[src/rtl/irq_flag_pkg.sv]
`timescale 1ns/1ps
// Shared constants and types for the interrupt flag bank.
// Assumes the data width is a whole number of bytes.
package irq_flag_pkg;
    localparam int BYTE_W = 8;

    // Register selected by the upper address bit.
    typedef enum logic {
        SEL_FLAG = 1'b0,
        SEL_EN   = 1'b1
    } reg_sel_e;
endpackage

[src/rtl/irq_flag_cell.sv]
`timescale 1ns/1ps
// One interrupt source: request flag, enable bit and software hold bit.
// When IMPL is 0 the position is absent: all outputs are tied to 0.
// Assumes every strobe is qualified by the caller (bus decode, ack decode).
module irq_flag_cell #(
    parameter bit IMPL = 1'b1
) (
    input  logic clk,
    input  logic rst_n,
    input  logic evt,
    input  logic sw_set,
    input  logic ack_clr,
    input  logic retire,
    input  logic en_wr,
    input  logic en_val,
    output logic flag_o,
    output logic en_o,
    output logic hold_o
);
    if (IMPL) begin : g_impl
        logic flag_q, en_q, hold_q, flag_d;

        // Next flag value: an event or a software set beats an acknowledge.
        always_comb begin
            flag_d = evt | sw_set | (flag_q & ~ack_clr);
        end

        // Flag, enable and hold registers.
        always_ff @(posedge clk) begin
            if (!rst_n) begin
                flag_q <= 1'b0;
                en_q   <= 1'b0;
                hold_q <= 1'b0;
            end else begin
                flag_q <= flag_d;
                if (en_wr) en_q <= en_val;
                hold_q <= (sw_set | (hold_q & ~retire)) & flag_d;
            end
        end

        assign flag_o = flag_q;
        assign en_o   = en_q;
        assign hold_o = hold_q;
    end else begin : g_absent
        logic unused_in;
        assign unused_in = ^{clk, rst_n, evt, sw_set, ack_clr, retire, en_wr, en_val};
        assign flag_o = 1'b0;
        assign en_o   = 1'b0;
        assign hold_o = 1'b0;
    end
endmodule

[src/rtl/irq_bus_lane.sv]
`timescale 1ns/1ps
// Bus decode for the flag and enable registers.
// Turns a word or byte write into per-bit write strobes and aligned values,
// and muxes the addressed register or byte onto the read data.
// Byte data always travels on the low byte of the bus.
module irq_bus_lane
    import irq_flag_pkg::*;
#(
    parameter int DATA_W  = 16,
    parameter int LANE_AW = 1,
    parameter int ADDR_W  = LANE_AW + 1
) (
    input  logic              bus_en,
    input  logic              bus_we,
    input  logic              bus_word,
    input  logic [ADDR_W-1:0] bus_addr,
    input  logic [DATA_W-1:0] bus_wdata,
    input  logic [DATA_W-1:0] flag_q,
    input  logic [DATA_W-1:0] en_q,
    output logic [DATA_W-1:0] flag_wr_bits,
    output logic [DATA_W-1:0] en_wr_bits,
    output logic [DATA_W-1:0] wr_val,
    output logic [DATA_W-1:0] bus_rdata
);
    localparam int LANES = DATA_W / BYTE_W;

    reg_sel_e            sel;
    logic [LANE_AW-1:0]  lane;
    logic [DATA_W-1:0]   lane_bits;
    logic                wr;

    assign sel  = reg_sel_e'(bus_addr[ADDR_W-1]);
    assign lane = bus_addr[LANE_AW-1:0];
    assign wr   = bus_en & bus_we;

    for (genvar l = 0; l < LANES; l++) begin : g_lane
        logic hit;
        assign hit = bus_word | (lane == LANE_AW'(l));
        assign lane_bits[l*BYTE_W +: BYTE_W] = {BYTE_W{hit}};
        assign wr_val[l*BYTE_W +: BYTE_W] =
            bus_word ? bus_wdata[l*BYTE_W +: BYTE_W] : bus_wdata[BYTE_W-1:0];
    end

    assign flag_wr_bits = (wr && sel == SEL_FLAG) ? lane_bits : '0;
    assign en_wr_bits   = (wr && sel == SEL_EN)   ? lane_bits : '0;

    // Read mux: full register for a word, one zero-extended byte otherwise.
    always_comb begin
        logic [DATA_W-1:0] src;
        src = (sel == SEL_EN) ? en_q : flag_q;
        if (bus_word) bus_rdata = src;
        else          bus_rdata = DATA_W'(src[lane*BYTE_W +: BYTE_W]);
    end
endmodule

[src/rtl/irq_prio_enc.sv]
`timescale 1ns/1ps
// Lowest-index-first priority encoder over the pending vector.
// Reports index 0 and found=0 when nothing is pending.
module irq_prio_enc #(
    parameter int DATA_W = 16,
    parameter int IDX_W  = $clog2(DATA_W)
) (
    input  logic [DATA_W-1:0] pend,
    output logic              found,
    output logic [IDX_W-1:0]  idx
);
    // Scan from the top so the lowest set bit is written last.
    always_comb begin
        idx = '0;
        for (int i = DATA_W - 1; i >= 0; i--) begin
            if (pend[i]) idx = IDX_W'(i);
        end
        found = |pend;
    end
endmodule

[src/rtl/irq_flag_bank.sv]
`timescale 1ns/1ps
// Interrupt request flag bank: latches peripheral events, gates them with
// per-source and master enables, presents the lowest pending index to the
// CPU and clears the acknowledged flag. Word and byte bus access to the
// flag and enable registers. IMPL_MASK marks which positions exist.
module irq_flag_bank #(
    parameter int               DATA_W    = 16,
    parameter logic [DATA_W-1:0] IMPL_MASK = 16'h77FF,
    parameter int               IDX_W     = $clog2(DATA_W),
    parameter int               LANE_AW   = (DATA_W / 8 > 1) ? $clog2(DATA_W / 8) : 1,
    parameter int               ADDR_W    = LANE_AW + 1
) (
    input  logic              clk,
    input  logic              rst_n,
    input  logic [DATA_W-1:0] evt_i,
    input  logic              master_en,
    input  logic              instr_ret,
    input  logic              ack_valid,
    input  logic [IDX_W-1:0]  ack_idx,
    input  logic              bus_en,
    input  logic              bus_we,
    input  logic              bus_word,
    input  logic [ADDR_W-1:0] bus_addr,
    input  logic [DATA_W-1:0] bus_wdata,
    output logic [DATA_W-1:0] bus_rdata,
    output logic              irq_req,
    output logic [IDX_W-1:0]  irq_idx
);
    logic [DATA_W-1:0] flag_q, en_q, hold_q;
    logic [DATA_W-1:0] flag_wr_bits, en_wr_bits, wr_val;
    logic [DATA_W-1:0] ack_vec, pend;
    logic              any_pend;

    irq_bus_lane #(
        .DATA_W (DATA_W),
        .LANE_AW(LANE_AW),
        .ADDR_W (ADDR_W)
    ) u_bus (
        .bus_en      (bus_en),
        .bus_we      (bus_we),
        .bus_word    (bus_word),
        .bus_addr    (bus_addr),
        .bus_wdata   (bus_wdata),
        .flag_q      (flag_q),
        .en_q        (en_q),
        .flag_wr_bits(flag_wr_bits),
        .en_wr_bits  (en_wr_bits),
        .wr_val      (wr_val),
        .bus_rdata   (bus_rdata)
    );

    // Decode the acknowledge index into a one-hot clear vector.
    always_comb begin
        ack_vec = '0;
        if (ack_valid) ack_vec[ack_idx] = 1'b1;
    end

    for (genvar i = 0; i < DATA_W; i++) begin : g_src
        irq_flag_cell #(
            .IMPL(IMPL_MASK[i])
        ) u_cell (
            .clk    (clk),
            .rst_n  (rst_n),
            .evt    (evt_i[i]),
            .sw_set (flag_wr_bits[i] & wr_val[i]),
            .ack_clr(ack_vec[i]),
            .retire (instr_ret),
            .en_wr  (en_wr_bits[i]),
            .en_val (wr_val[i]),
            .flag_o (flag_q[i]),
            .en_o   (en_q[i]),
            .hold_o (hold_q[i])
        );
    end

    assign pend = flag_q & en_q & ~hold_q;

    irq_prio_enc #(
        .DATA_W(DATA_W),
        .IDX_W (IDX_W)
    ) u_prio (
        .pend (pend),
        .found(any_pend),
        .idx  (irq_idx)
    );

    assign irq_req = master_en & any_pend;
endmodule

[config.mk]
export PLATFORM = sky130hd
export DESIGN_NAME = irq_flag_bank
export DESIGN_NICKNAME = d
export VERILOG_FILES = /design/src/rtl/irq_flag_pkg.sv /design/src/rtl/irq_flag_cell.sv /design/src/rtl/irq_bus_lane.sv /design/src/rtl/irq_prio_enc.sv /design/src/rtl/irq_flag_bank.sv
export SDC_FILE = /design/constraint.sdc
export NUM_CORES = 1
export LEC_CHECK = 0
export ABC_AREA = 1
export BUFFER_PORTS_ARGS = -buffer_cell sky130_fd_sc_hd__buf_4
export CAP_MARGIN = 20
export CELL_PAD_IN_SITES_DETAIL_PLACEMENT = 2
export CELL_PAD_IN_SITES_GLOBAL_PLACEMENT = 2
export CORE_ASPECT_RATIO = 0.8
export CORE_MARGIN = 2
export CORE_UTILIZATION = 29
export CTS_CLUSTER_DIAMETER = 60
export DETAILED_ROUTE_END_ITERATION = 7
export GPL_ROUTABILITY_DRIVEN = 0
export PLACE_DENSITY = 0.91
export SYNTH_ARGS = -nofsm -noshare
export SYNTH_HDL_FRONTEND = slang
export SYNTH_SLANG_ARGS = --single-unit
[constraint.sdc]
create_clock -name clk -period 2.3 [get_ports clk]
set_input_delay 0.115 -clock clk [delete_from_list [all_inputs] [get_ports clk]]
set_output_delay 0.115 -clock clk [all_outputs]
set_load 0.02 [all_outputs]
==> results of run 1 <==
[metal layers]
metal  vias up  track usage (%)  wire [um]
met1      1245             27.0       4030
met5         -                0          0
met2        60             39.7       4560
li1       1227                -          -
met4         0             4.67         77
met3         7             3.83        495
[path summary, 6_finish.rpt]
kind | depth (start not counted) | to
setup / recovery | 13 | irq_idx[0]
hold / removal | 3 | g_src[7].u_cell.flag_o
setup reg to reg | 4 | g_src[6].u_cell.flag_o
hold reg to reg | 2 | g_src[13].u_cell.en_o
[cells by family after synthesis]
logic type             Yosys count
DFF                             42
and+or+nand+nor                152
other                            1
AOI/OAI and AO/OA               82
buffers and inverters           67
[flip-flops by register name, indices dropped and copies added, names as in the netlist]
| name | flops |
|---|---|
| g_src.u_cell.flag_o | 14 |
| g_src.u_cell.hold_o | 14 |
| g_src.u_cell.en_o | 14 |
[layout make-up]
| type | count | area, um^2 |
|---|---|---|
| fill | 978 | 4870 |
| inverter | 55 | 209 |
| timing repair buffer | 60 | 450 |
| multi-input combinational | 236 | 1190 |
| clock buffer | 8 | 110 |
| tap | 108 | 135 |
| sequential | 42 | 841 |
[metrics by stage]
step	area (um^2)	util, %	hold slack, ps
floorplan	2300	-	233
finish	2930	37.6	54.0
global placement	2820	36.2	344
detailed placement	2820	36.2	358
CTS	2930	37.6	47.9
global route	2930	37.6	71.7
[Yosys cell counts, types with 3 or more instances]
| cell type | count |
|---|---|
| sky130_fd_sc_hd__dfxtp_1 | 42 |
| sky130_fd_sc_hd__nand3_1 | 21 |
| sky130_fd_sc_hd__clkbuf_1 | 6 |
| sky130_fd_sc_hd__nand2_1 | 62 |
| sky130_fd_sc_hd__o21ai_0 | 34 |
| sky130_fd_sc_hd__buf_4 | 3 |
| sky130_fd_sc_hd__o22ai_1 | 7 |
| sky130_fd_sc_hd__inv_2 | 5 |
| sky130_fd_sc_hd__nand3b_1 | 6 |
| sky130_fd_sc_hd__inv_1 | 48 |
| sky130_fd_sc_hd__nor3b_1 | 6 |
| sky130_fd_sc_hd__o21ai_1 | 5 |
| sky130_fd_sc_hd__a221oi_1 | 4 |
| sky130_fd_sc_hd__a21oi_1 | 24 |
| sky130_fd_sc_hd__nor2_1 | 38 |
| sky130_fd_sc_hd__or2_2 | 4 |
[where the power goes]
| group | switching (mW) | internal (mW) |
|---|---|---|
| Clock | 0.265 | 0.304 |
| Combinational | 0.241 | 0.150 |
| Sequential | 0.0235 | 0.761 |
| Total | 0.529 | 1.21 |
[cell usage in the layout (no fill, tap or decap), types with 4 or more instances in the layout]
cell,n
sky130_fd_sc_hd__inv_2,5
sky130_fd_sc_hd__nand2_1,62
sky130_fd_sc_hd__nand3b_1,6
sky130_fd_sc_hd__clkbuf_8,8
sky130_fd_sc_hd__a21oi_1,24
sky130_fd_sc_hd__dfxtp_1,42
sky130_fd_sc_hd__o21ai_1,5
sky130_fd_sc_hd__nand3_1,21
sky130_fd_sc_hd__or2_2,4
sky130_fd_sc_hd__o21ai_0,34
sky130_fd_sc_hd__o22ai_1,7
sky130_fd_sc_hd__nor2_1,38
sky130_fd_sc_hd__inv_1,48
sky130_fd_sc_hd__a221oi_1,4
sky130_fd_sc_hd__buf_4,60
sky130_fd_sc_hd__nor3b_1,6
[worst reg2reg max path: stages, from the launching register on]
cell and delay (ps):
sky130_fd_sc_hd__dfxtp_1 330, sky130_fd_sc_hd__inv_1 90, sky130_fd_sc_hd__a21oi_1 70, sky130_fd_sc_hd__nor3b_2 250
sky130_fd_sc_hd__nor2_1 90
==> Implementation_results.wiki, run 1 <==
{| class="wikitable"
! Metric !! Value
|-
| Maximum fanout encountered on the critical timing path || 3
|-
| Post CTS Setup Buffer Count || 0
|-
| Clock Sink Count || 42
|-
| Largest voltage drop on the vdd net || 242 uV
|-
| Core area || 7800 um^2
|-
| Post-layout worst setup margin || 302 ps
|-
| Number of antenna violations at the first check in global routing || 0
|-
| TritonCTS buffer count || 5
|-
| Number of top-level design ports || 67
|-
| Ys flop type || sky130_fd_sc_hd__dfxtp_1
|-
| Area share of the largest cell type after synthesis || 36.6%
|-
| Layout cell share with drive strength beyond 1 || 21.9%
|-
| Number of DRC markers after the initial detailed-route iteration || 70
|-
| Post-synth EDFFs || 0
|-
| Clock tree buffer depth || 2
|-
| Clock tree from TritonCTS || built
|-
| Fraction of synthesized cell area in xor and xnor cells || 0%
|-
| Post-CTS resize count || 0
|-
| Adder-cell area share of the yosys netlist || 0%
|-
| Post-DR wirelength/cell || 18.0 um
|-
| Critical Path End Type || output pin
|-
| Global-route congestion overflow total || 0
|-
| Count of mapped cells out of synthesis || 344
|-
| Crit Path Class || flip-flop to output pin
|-
| Critical Path RT || 2180 ps
|-
| Ordered list of cells on the worst path || nand2_1, nor2_1, nand3_1, nand2_1, nand2_1, nand2_1, nand2_1, nand2_1, nand2_1, nand2_1, nand2_1, a21oi_1, buf_4
|-
| Growth of design area from synthesis to finish || 27.5%
|-
| Num rows || 29
|-
| Estimated wirelength of the detail-placed design || 7.24 mm
|-
| Setup repair after global routing missed its margin || false
|-
| Worst setup slack before clock tree synthesis || 684 ps
|-
| Die Area || 8660 um^2
|-
| Master cell of the clock root buffer || sky130_fd_sc_hd__clkbuf_8
|-
| Clock-pin slew reported for the worst setup and hold paths after clock tree synthesis || 80 ps
|-
| Cell type of the slowest stage on the worst timing path || sky130_fd_sc_hd__dfxtp_1
|-
| Total Power Consumption || 1.74 mW
|-
| FMAX || 0.500 GHz
|-
| Remaining design rule violation count || 0
|-
| Vias in the first global route || 2776
|-
| Number of vias per cell || 4.99
|-
| Most prevalent standard cell on the critical path || sky130_fd_sc_hd__nand2_1
|-
| Final setup vio count || 0
|-
| Wire length of the first global-routing pass || 14.8 mm
|-
| Height of the die || 83.7 um
|-
| Initial core utilization || 29.5%
|-
| Count of final hold-check violations || 0
|-
| Number of placed instances with taps included || 501
|-
| Number of cells in the finished layout apart from fillers || 509
|-
| CP startpoint || g_src[13].u_cell.flag_o
|-
| Yosys Warn Count || 0
|-
| Cell taking the most area after synthesis || sky130_fd_sc_hd__dfxtp_1
|-
| Final Cycle Share || 86.9%
|-
| Clock period minus worst slack || 2000 ps
|-
| Average footprint of a synthesized cell || 6.69 um^2
|-
| Hold Path Class || primary input to flip-flop
|-
| Startpoint of the lowest-slack hold path || evt_i[7]
|-
| Arrival time of the worst setup path || 1880 ps
|-
| Total of buffers placed on input and output ports || 60
|-
| Clock Skews || 6.03 ps
|-
| Total GRT Usage || 21.8%
|-
| Number of synthesized register bits || 42
|-
| Fraction of registers with async set or reset after synthesis || 0%
|-
| Part of the Yosys area used for sequential elements || 36.6%
|-
| Count of vias placed by the detailed router || 2539
|-
| Headroom to the max-slew limit || 58.9%
|-
| Final wirelength || 9.16 mm
|-
| Highest cell delay on the worst timing path || 350 ps
|-
| First-pass iteration count of the detailed router || 4
|-
| Outcome || completed
|-
| Number of routed nets with antenna violations || 0
|-
| Summed negative setup slack over all endpoints || 0 ps
|-
| Worst-Skew Late Latency || 290 ps
|-
| Number of pins with negative max-slew slack in the final report || 0
|-
| Number of maximum-capacitance violations || 0
|-
| Setup crit start kind || flip-flop
|-
| Bufs and invs on worst path || 1
|-
| Maximum number of pins on one net before global-route repair || 24
|-
| Static leakage power || 1.36 nW
|-
| Nets || 446
|-
| Multiplexer share of the synthesized area || 0%
|-
| Compound-cell area share of the yosys netlist || 20.2%
|-
| Cell types with the largest area share after synthesis || sky130_fd_sc_hd__dfxtp_1, sky130_fd_sc_hd__nand2_1, sky130_fd_sc_hd__inv_1
|-
| Launch point of the worst reg-to-reg path || g_src[6].u_cell.flag_o
|-
| CP delay by family, top || simple AND/OR/NAND/NOR gates
|-
| Setup slack, reg-to-reg || 1330 ps
|-
| Netlist area before placement || 2300 um^2
|-
| Die width || 104 um
|-
| Dominant combinational cell family by area after synthesis || simple AND/OR/NAND/NOR gates
|-
| H-Tree Level Count || 2
|-
| Tightest Pin Transition || 616 ps
|-
| Area share of and/or/nand/nor cells after synthesis || 31.1%
|-
| Inserted Diodes || 0
|-
| Number of unique standard cell types used by synthesis || 38
|-
| Power density of the placed cells || 595 nW/um^2
|-
| Number of hold-repair buffers added at the cts stage || 0
|}
Note: power is estimated with default switching activity, not from simulation.
==> run 2, diff against run 1 <==
- CORE_UTILIZATION: 29 -> 30
- PLACE_DENSITY: 0.91 -> 0.93
- SYNTH_HIERARCHICAL: default -> 1
==> run 2 against run 1 <==
Effect of this change:
- flip-flop and latch count did not move
- count of clock-buffer cells in the layout fell by 3
- combinational power rose by 16%
- clock skew rose by 3.4 ps
- wire length rose by 16%
- first-iteration DRC count rose by 86%
- critical path depth rose by 4
- fmax fell by 1.4%
- via count rose by 19%
- sequential share of layout area fell by 4.1 points
- cell count rose by 32%
- critical path type unchanged
==> Implementation_results.wiki, run 2 <==
{| class="wikitable"
! Metric !! Value
|-
| Met3 Usage GRT || 2.88% (was 3.83%)
|-
| Total of buffers placed on input and output ports || 60 (unchanged)
|-
| Number of pins with negative max-slew slack in the final report || 0 (unchanged)
|-
| Summed negative setup slack over all endpoints || 0 ps (unchanged)
|-
| Ordered list of cells on the worst path || nand2_1, nor2_2, inv_1, nand2_1, nand2_1, nand2_1, nand2_1, nand2_1, nand2_1, nand2_1, nand2_1, nand2_1, nand2_1, nand2_1, nand2_1, a21oi_2, buf_4 (was nand2_1, nor2_1, nand3_1, nand2_1, nand2_1, nand2_1, nand2_1, nand2_1, nand2_1, nand2_1, nand2_1, a21oi_1, buf_4)
|-
| Number of antenna violations at the first check in global routing || 0 (unchanged)
|-
| Setup slack, reg-to-reg || 1540 ps (was 1330 ps)
|-
| Number of vias per cell || 4.50 (was 4.99)
|-
| Cell type of the slowest stage on the worst timing path || sky130_fd_sc_hd__dfxtp_1 (unchanged)
|-
| Total cell area at the placement stage || 3290 um^2 (was 2820 um^2)
|-
| Remaining design rule violation count || 0 (unchanged)
|-
| Arrival time of the worst setup path || 1910 ps (was 1880 ps)
|-
| Total area of multi-input combinational cells || 1430 um^2 (was 1190 um^2)
|-
| Average footprint of a synthesized cell || 5.90 um^2 (was 6.69 um^2)
|-
| Clock tree from TritonCTS || built (unchanged)
|-
| Area of all placed cells without fillers || 3420 um^2 (was 2930 um^2)
|-
| Final Cycle Share || 88.1% (was 86.9%)
|-
| Maximum fanout encountered on the critical timing path || 3 (unchanged)
|-
| Instance count along the most critical hold path || 3 (unchanged)
|-
| TritonCTS buffer count || 5 (unchanged)
|-
| Count of mapped cells out of synthesis || 503 (was 344)
|-
| Growth of design area from synthesis to finish || 15.4% (was 27.5%)
|-
| Met1 global-route usage || 26.5% (was 27.0%)
|-
| Inserted Diodes || 0 (unchanged)
|-
| Nets || 580 (was 446)
|-
| CP startpoint || g_src[13].u_cell/en_o (was g_src[13].u_cell.flag_o)
|-
| Number of top-level design ports || 67 (unchanged)
|-
| Yosys Warn Count || 6 (was 0)
|-
| First-pass iteration count of the detailed router || 4 (unchanged)
|-
| Number of hold-repair buffers added at the cts stage || 0 (unchanged)
|-
| Most common library cell in the layout ignoring fill and taps || sky130_fd_sc_hd__nand2_1 (unchanged)
|-
| Worst hold path endpoint || g_src[3].u_cell/en_o (was g_src[7].u_cell.flag_o)
|-
| Final wirelength || 10.7 mm (was 9.16 mm)
|-
| Master cell of the clock root buffer || sky130_fd_sc_hd__clkbuf_16 (was sky130_fd_sc_hd__clkbuf_8)
|-
| FMAX || 0.494 GHz (was 0.500 GHz)
|-
| Maximum number of pins on one net before global-route repair || 29 (was 24)
|-
| Count of vias placed by the detailed router || 3017 (was 2539)
|-
| Vias in the first global route || 3386 (was 2776)
|-
| Sequential standard cell area || 841 um^2 (unchanged)
|-
| Clock period minus worst slack || 2030 ps (was 2000 ps)
|-
| Most prevalent standard cell on the critical path || sky130_fd_sc_hd__nand2_1 (unchanged)
|-
| Count of fill cells added during filler insertion || 1252 (was 978)
|-
| Worst setup slack before clock tree synthesis || 489 ps (was 684 ps)
|-
| Estimated wirelength of the detail-placed design || 8.22 mm (was 7.24 mm)
|-
| Crit Reg-Reg Endpoint || g_src[0].u_cell/hold_o (was g_src[6].u_cell.flag_o)
|-
| Static leakage power || 1.92 nW (was 1.36 nW)
|-
| Crit Path Class || flip-flop to output pin (unchanged)
|-
| Final setup vio count || 0 (unchanged)
|-
| Largest voltage drop on the vdd net || 245 uV (was 242 uV)
|-
| Number of maximum-capacitance violations || 0 (unchanged)
|-
| Height of the die || 92.9 um (was 83.7 um)
|-
| Startpoint of the lowest-slack hold path || bus_wdata[3] (was evt_i[7])
|-
| Post CTS Setup Buffer Count || 0 (unchanged)
|-
| Total GRT Usage || 21.4% (was 21.8%)
|-
| Post-layout worst setup margin || 274 ps (was 302 ps)
|-
| Clock tree buffer depth || 2 (unchanged)
|-
| Launch point of the worst reg-to-reg path || g_src[0].u_cell/flag_o (was g_src[6].u_cell.flag_o)
|-
| Number of placed instances with taps included || 663 (was 501)
|-
| Layout cell share with drive strength beyond 1 || 21.9% (about the same)
|-
| Die Area || 10700 um^2 (was 8660 um^2)
|-
| Outcome || completed (unchanged)
|-
| Core area || 9650 um^2 (was 7800 um^2)
|-
| Number of cells in the finished layout apart from fillers || 670 (was 509)
|-
| Die width || 115 um (was 104 um)
|-
| Critical Path End Type || output pin (unchanged)
|-
| Tightest Pin Transition || 1010 ps (was 616 ps)
|-
| Clock Sink Count || 42 (unchanged)
|-
| GRT busiest layer || met2 (unchanged)
|-
| Highest cell delay on the worst timing path || 370 ps (was 350 ps)
|-
| Most frequent cells in the layout || sky130_fd_sc_hd__nand2_1, sky130_fd_sc_hd__inv_1, sky130_fd_sc_hd__buf_4 (was sky130_fd_sc_hd__nand2_1, sky130_fd_sc_hd__buf_4, sky130_fd_sc_hd__inv_1)
|-
| Final core utilization || 35.5% (was 37.6%)
|-
| Clock Skews || 9.41 ps (was 6.03 ps)
|-
| GRT met2 Usage || 39.0% (was 39.7%)
|-
| Post-DR wirelength/cell || 15.9 um (was 18.0 um)
|-
| Critical Path RT || 2180 ps (about the same)
|-
| Netlist area before placement || 2970 um^2 (was 2300 um^2)
|-
| H-Tree Level Count || 2 (unchanged)
|-
| Setup repair after global routing missed its margin || false (unchanged)
|-
| Clock-pin slew reported for the worst setup and hold paths after clock tree synthesis || 70 ps (was 80 ps)
|-
| Hold Path Class || primary input to flip-flop (unchanged)
|-
| Power density of the placed cells || 563 nW/um^2 (was 595 nW/um^2)
|-
| Number of DRC markers after the initial detailed-route iteration || 130 (was 70)
|-
| Num rows || 32 (was 29)
|-
| Initial core utilization || 30.7% (was 29.5%)
|-
| Setup crit start kind || flip-flop (unchanged)
|-
| Worst-Skew Late Latency || 290 ps (about the same)
|-
| Number of cells on the worst reg-to-reg path || 4 (unchanged)
|-
| Headroom to the max-slew limit || 32.4% (was 58.9%)
|-
| Number of routed nets with antenna violations || 0 (unchanged)
|-
| Global-route congestion overflow total || 0 (unchanged)
|-
| Count of final hold-check violations || 0 (unchanged)
|-
| Wire length of the first global-routing pass || 17.4 mm (was 14.8 mm)
|}
## run 2: area by class of cell
type	count	share of cell area, %
Inverter	97	10.9
Clock inverter	2	0.292
Tap cell	136	4.97
Clock buffer	5	3.65
Multi-Input combinational cell	325	41.8
Timing Repair Buffer	63	13.8
Sequential cell	42	24.6
## run 2: repair_timing
item | 4_1_cts | 5_1_grt
endpoints found under the hold margin | 0 | 0
gates resized for setup | 0 | 1
setup endpoints to repair | 0 | 1
## run 2: worst max-delay path: cells and delay by family (launching register included)
| family | cells | cell delay [ps] |
|---|---|---|
| AOI/OAI and AO/OA | 1 | 120 |
| buffers and inverters | 2 | 220 |
| DFF | 1 | 370 |
| and+or+nand+nor | 14 | 920 |
## run 2: power breakdown
group          internal [mW]  switching [mW]
registers              0.761          0.0274
clock network          0.393           0.295
logic                  0.168           0.285
total                   1.32           0.607
## run 2: worst max-delay path by stage
stage | end | slack (ps) | cells after the start
after floorplan | irq_idx[1] | 800 | 9
after global placement | irq_idx[0] | 630 | 17
after detailed placement | irq_idx[0] | 490 | 17
after CTS | irq_idx[0] | 170 | 17
after global routing | irq_idx[0] | 50 | 17
final | irq_idx[0] | 270 | 17
## run 2: through the flow
step	power (mW)	hold slack [ps]
final	1.93	83.0
after global routing	2.03	100
after CTS	1.95	84.8
after detailed placement	1.26	381
after global placement	1.23	367
after floorplan	1.09	225
## run 2: per-layer routing
| layer | share of wire [%] | wire (um) |
|---|---|---|
| met1 | 45 | 4770 |
| met2 | 50 | 5290 |
| met3 | 4.2 | 446 |
| met4 | 1.4 | 153 |
| met5 | 0 | 0 |
